==> config.mk <==
export PLATFORM = sky130hd
export DESIGN_NAME = hz_interlock
export DESIGN_NICKNAME = d
export VERILOG_FILES = /design/src/rtl/hz_pkg.sv /design/src/rtl/hz_slot.sv /design/src/rtl/hz_match.sv /design/src/rtl/hz_handshake.sv /design/src/rtl/hz_interlock.sv
export SDC_FILE = /design/constraint.sdc
export NUM_CORES = 1
export LEC_CHECK = 0
export BUFFER_PORTS_ARGS = -buffer_cell sky130_fd_sc_hd__buf_2
export CAP_MARGIN = 10
export CORE_MARGIN = 8
export CORE_UTILIZATION = 50
export CTS_CLUSTER_DIAMETER = 30
export DETAILED_ROUTE_END_ITERATION = 7
export PLACE_DENSITY = 0.81
export SETUP_SLACK_MARGIN = 0.15
export SLEW_MARGIN = 5
export SYNTH_ARGS = -nofsm -noshare
export SYNTH_HDL_FRONTEND = slang
export SYNTH_SLANG_ARGS = --single-unit
==> constraint.sdc <==
create_clock -name clk_i -period 2.4 [get_ports clk_i]
set_input_delay 0.24 -clock clk_i [delete_from_list [all_inputs] [get_ports clk_i]]
set_output_delay 0.24 -clock clk_i [all_outputs]
set_load 0.005 [all_outputs]
==> src/rtl/hz_pkg.sv <==
package hz_pkg;
  typedef enum logic [1:0] {
    K_REGOP  = 2'b00,
    K_LOAD   = 2'b01,
    K_STORE  = 2'b10,
    K_BRANCH = 2'b11
  } op_kind_e;

  function automatic logic kind_writes(op_kind_e k);
    return (k == K_REGOP) || (k == K_LOAD);
  endfunction

  // loads consume only source a
  function automatic logic kind_uses_b(op_kind_e k);
    return k != K_LOAD;
  endfunction
endpackage

==> src/rtl/hz_slot.sv <==
module hz_slot
  import hz_pkg::*;
#(
  parameter int RW = 5
) (
  input  logic          clk_i,
  input  logic          rst_ni,
  input  logic          issue_i,
  input  logic          retire_i,
  input  logic [1:0]    kind_i,
  input  logic [RW-1:0] dst_i,
  output logic          busy_o,
  output logic          writes_o,
  output logic [RW-1:0] dst_o
);
  op_kind_e      kind_q;
  logic          busy_q;
  logic [RW-1:0] dst_q;

  always_ff @(posedge clk_i or negedge rst_ni) begin
    if (!rst_ni) begin
      busy_q <= 1'b0;
      kind_q <= K_STORE;
      dst_q  <= '0;
    end else if (issue_i) begin
      busy_q <= 1'b1;
      kind_q <= op_kind_e'(kind_i);
      dst_q  <= dst_i;
    end else if (retire_i) begin
      busy_q <= 1'b0;
    end
  end

  assign busy_o   = busy_q;
  assign writes_o = busy_q && kind_writes(kind_q);
  assign dst_o    = dst_q;
endmodule

==> src/rtl/hz_match.sv <==
module hz_match #(
  parameter int RW = 5
) (
  input  logic          writes_i,
  input  logic [RW-1:0] dst_i,
  input  logic [RW-1:0] src_a_i,
  input  logic [RW-1:0] src_b_i,
  input  logic          use_b_i,
  output logic          hit_o
);
  logic hit_a, hit_b;
  assign hit_a = dst_i == src_a_i;
  assign hit_b = use_b_i && (dst_i == src_b_i);
  assign hit_o = writes_i && (hit_a || hit_b);
endmodule

==> src/rtl/hz_handshake.sv <==
module hz_handshake (
  input  logic clk_i,
  input  logic rst_ni,
  input  logic req_i,
  input  logic clear_i,
  output logic ack_o
);
  logic ack_q;

  always_ff @(posedge clk_i or negedge rst_ni) begin
    if (!rst_ni)     ack_q <= 1'b0;
    else if (ack_q)  ack_q <= req_i;
    else             ack_q <= req_i && clear_i;
  end

  assign ack_o = ack_q;
endmodule

==> src/rtl/hz_interlock.sv <==
module hz_interlock
  import hz_pkg::*;
#(
  parameter int NREG  = 32,
  parameter int NSLOT = 3,
  parameter int RW    = $clog2(NREG)
) (
  input  logic                clk_i,
  input  logic                rst_ni,
  input  logic                chk_req_i,
  input  logic [1:0]          chk_kind_i,
  input  logic [RW-1:0]       chk_src_a_i,
  input  logic [RW-1:0]       chk_src_b_i,
  output logic                chk_ack_o,
  input  logic [NSLOT-1:0]    slot_issue_i,
  input  logic [NSLOT-1:0]    slot_retire_i,
  input  logic [2*NSLOT-1:0]  slot_kind_i,
  input  logic [RW*NSLOT-1:0] slot_dst_i
);
  logic [NSLOT-1:0] slot_busy;
  logic [NSLOT-1:0] slot_writes;
  logic [NSLOT-1:0] slot_hit;
  logic             use_b;
  logic             conflict;

  assign use_b = kind_uses_b(op_kind_e'(chk_kind_i));

  for (genvar k = 0; k < NSLOT; k++) begin : g_slot
    logic [RW-1:0] dst;

    hz_slot #(.RW(RW)) u_slot (
      .clk_i    (clk_i),
      .rst_ni   (rst_ni),
      .issue_i  (slot_issue_i[k]),
      .retire_i (slot_retire_i[k]),
      .kind_i   (slot_kind_i[2*k +: 2]),
      .dst_i    (slot_dst_i[RW*k +: RW]),
      .busy_o   (slot_busy[k]),
      .writes_o (slot_writes[k]),
      .dst_o    (dst)
    );

    hz_match #(.RW(RW)) u_match (
      .writes_i (slot_writes[k]),
      .dst_i    (dst),
      .src_a_i  (chk_src_a_i),
      .src_b_i  (chk_src_b_i),
      .use_b_i  (use_b),
      .hit_o    (slot_hit[k])
    );
  end

  assign conflict = |slot_hit;

  hz_handshake u_hs (
    .clk_i   (clk_i),
    .rst_ni  (rst_ni),
    .req_i   (chk_req_i),
    .clear_i (!conflict),
    .ack_o   (chk_ack_o)
  );
endmodule

==> run_results.csv <==
group,metric,value,unit
outcome,outcome,"complete, no violations",
final_layout,nNetsFinal,183,
clock_network,ctsHoldBuffers,1,
clock_network,clockRootBuffer,"clkbuf_4",
clock_network,clk-insertion-delay-late,0.30,ns
timing,min_period_over_period,63.5,%
drt,route.met2.wl,1360,um
power,vdd_drop_max,429,uV
power,total_power,781,uW
worst_setup_path,worstSetupPathType,"flop to flop",
worst_setup_path,reg2reg_slack,0.88,ns
global_route,grt_start_max_net_pins,23,
final_layout,n_antenna_cell,0,
worst_setup_path,cp-end-kind,"flop",
drt,first_iter_violations,12,
worst_setup_path,path_cells,"xor2_1, nor4_1, nand4b_1, a41oi_1, nor2_1",
clock_network,clockBufferDepth,2,
drt,vias,848,
worst_setup_path,cp_data_arrival_time,1.71,ns
synth,ys_types,19,
worst_setup_path,ff2ff_path_depth,5,
drt,drtAntennaViolNets,0,
clock_network,numClockSinks,22,
clock_network,clk_pin_slew,0.12,ns
timing,rsz0062_at_grt,"no",
clock_network,numCtsBuffers,3,
global_route,antenna_found_initial,0,
worst_setup_path,startpoint_type,"flop",
timing,drv_slew,0,
final_layout,mostFrequentLayoutCells,"buf_2, xor2_1, dfrtp_1",
die,die_w,64.8,um
drt,viasPerCell,5.05,
timing,hold_slack,0.157,ns
final_layout,fin_util,64.6,%
die,initial_core_util,53.2,%
clock_network,postCtsResizedCells,0,
synth,syn_area,1190,um2
power,p_leak,0.651,nW
timing,max_freq,0.657,GHz
synth,ys_warn_count,0,
die,die_h,64.8,um
timing,maxSlewHeadroom,68.3,%
global_route,grt_pass1_vias,1043,
flow_run,drv_cap,0,
synth,yosysTopAreaCellShare,40.0,%
clock_network,htreeDepth,1,
drt,wl_per_cell,15.1,um
synth,ys_ff_latch,22,
synth,synthCells,99,
worst_setup_path,max_stage_delay,0.43,ns
place,port_buffers,39,
worst_setup_path,crit_fanout,3,
die,rows,17,
worst_setup_path,path_depth,5,
final_layout,area_growth,21.5,%
timing,fin_skew,0.00811,ns
worst_setup_path,crit_end,"u_hs.ack_o",
drt,drc,0,
die,dieArea,4190,um2
synth,synth_area_leaders,"dfrtp_1, mux2_2, xor2_1",
place,place_congestion,0.760,
worst_setup_path,timing.rr.start,"g_slot[2].u_slot.dst_o[2]",
global_route,grt_usage,13.2,%
timing,final-setup-viol-count,0,
timing,hold_violations,0,
die,core,2230,um2
clock_network,post-cts-setup-buffers,0,
global_route,overflow,0,
worst_setup_path,critPathTopFamily,"simple AND/OR/NAND/NOR gates",
synth,seq_area_frac_synth,46.6,%
synth,syn_nets,141,
final_layout,layout_commonest_cell,"buf_2",
final_layout,nFillCells,194,
final_layout,drive_gt1_share,45.0,%
timing,tns,0,ns
place,dp_cells,163,
worst_setup_path,startpoint,"g_slot[2].u_slot.dst_o[2]",
global_route,grt_pass1_wl,4530,um
clock_network,cts_tree,"yes",
worst_setup_path,crit_buf_inv,0,
drt,drt_first_pass_iters,4,
synth,syn_avg_cell_area,12.0,um2
final_layout,finish.cell_count_without_fillers,168,
die,ioPinCount,43,
worst_setup_path,r2r-end,"u_hs.ack_o",
timing,period_minus_slack,1.52,ns
timing,tightest_slew,0.475,ns
synth,yosysTopAreaCell,"dfrtp_1",
worst_setup_path,cpMaxStageDelayCell,"dfrtp_1",
min_path,hold_path_class,"input port to flop",
drt,routed-wl-met3,113,um
drt,route.final.wire_length,2550,um
power,cellPowerDensity,541,nW/um2
drt,met1Wirelength,1040,um
drt,topRoutingLayerUsed,"met4",
worst_setup_path,cp_data_required_time,2.59,ns
## worst min-delay path by stage
stage	slack [ns]	start	endpoint	depth (start not counted)
after floorplan	-0.06	rst_ni	g_slot[0].u_slot.busy_o	0
after global placement	0.22	rst_ni	g_slot[2].u_slot.dst_o[0]	1
after detailed placement	0.23	rst_ni	g_slot[2].u_slot.dst_o[0]	1
after CTS	0.15	slot_dst_i[11]	g_slot[2].u_slot.dst_o[1]	2
after global routing	0.15	slot_dst_i[10]	g_slot[2].u_slot.dst_o[0]	2
final	0.16	slot_dst_i[11]	g_slot[2].u_slot.dst_o[1]	2
## flip-flops by register name, summed over array words and instances, names as in the netlist
name,count
g_slot.u_slot.dst_o,15
u_hs.ack_o,1
g_slot.u_slot.busy_o,3
g_slot.u_slot.kind_q,3
## cell usage after synthesis
cell type and n:
dfrtp_1 19, xor2_1 19, mux2_2 18, xnor2_1 11, nand2_1 4, nor4_1 4
a21o_1 3, clkbuf_1 3, dfstp_2 3, inv_1 3, nand4b_1 2, nor2_1 2
nor4b_1 2, a41oi_1 1, nand3_1 1, nand4_1 1, nor2b_1 1, o21ai_1 1
o32a_1 1
## layer usage
layer  vias up  global-route usage (%)
met5         -                       0
met4         0                    4.09
met3         4                    3.09
met2        22                    24.0
met1       400                    14.8
li1        422                       -
## power breakdown
| part | total (mW) | internal, mW | switching (mW) |
|---|---|---|---|
| Combinational | 0.166 | 0.0983 | 0.0678 |
| Sequential | 0.447 | 0.410 | 0.0372 |
| Clock | 0.168 | 0.0647 | 0.103 |
## worst reg2reg max path, cell delays in order, from the launching register on
cell and delay (ns):
dfrtp_1 0.43, xor2_1 0.16, nor4_1 0.34, nand4b_1 0.17, a41oi_1 0.26, nor2_1 0.06
## final cells by class
type | count | area (um2) | area share (%)
Multi-Input combinational cell | 71 | 612 | 42.4
Sequential cell | 22 | 554 | 38.4
Timing Repair Buffer | 40 | 205 | 14.2
Tap cell | 28 | 35.0 | 2.43
Clock buffer | 4 | 26.3 | 1.82
Inverter | 3 | 11.3 | 0.780
## kinds of logic after synthesis
group / after synthesis / synth area share (%)
flops: 22 / 46.6
mux: 18 / 17.1
xor+xnor: 30 / 22.1
buf+inv: 6 / 1.89
simple gates: 17 / 8.42
compound gates: 6 / 3.89
## through the flow
step / instance area [um2] / setup slack, ns
after floorplan: 1190 / 1.13
after global placement: 1410 / 0.960
after detailed placement: 1410 / 0.909
after CTS: 1440 / 0.876
after global routing: 1440 / 0.785
final: 1440 / 0.877
No activity file was read; power rests on OpenSTA's default activity.
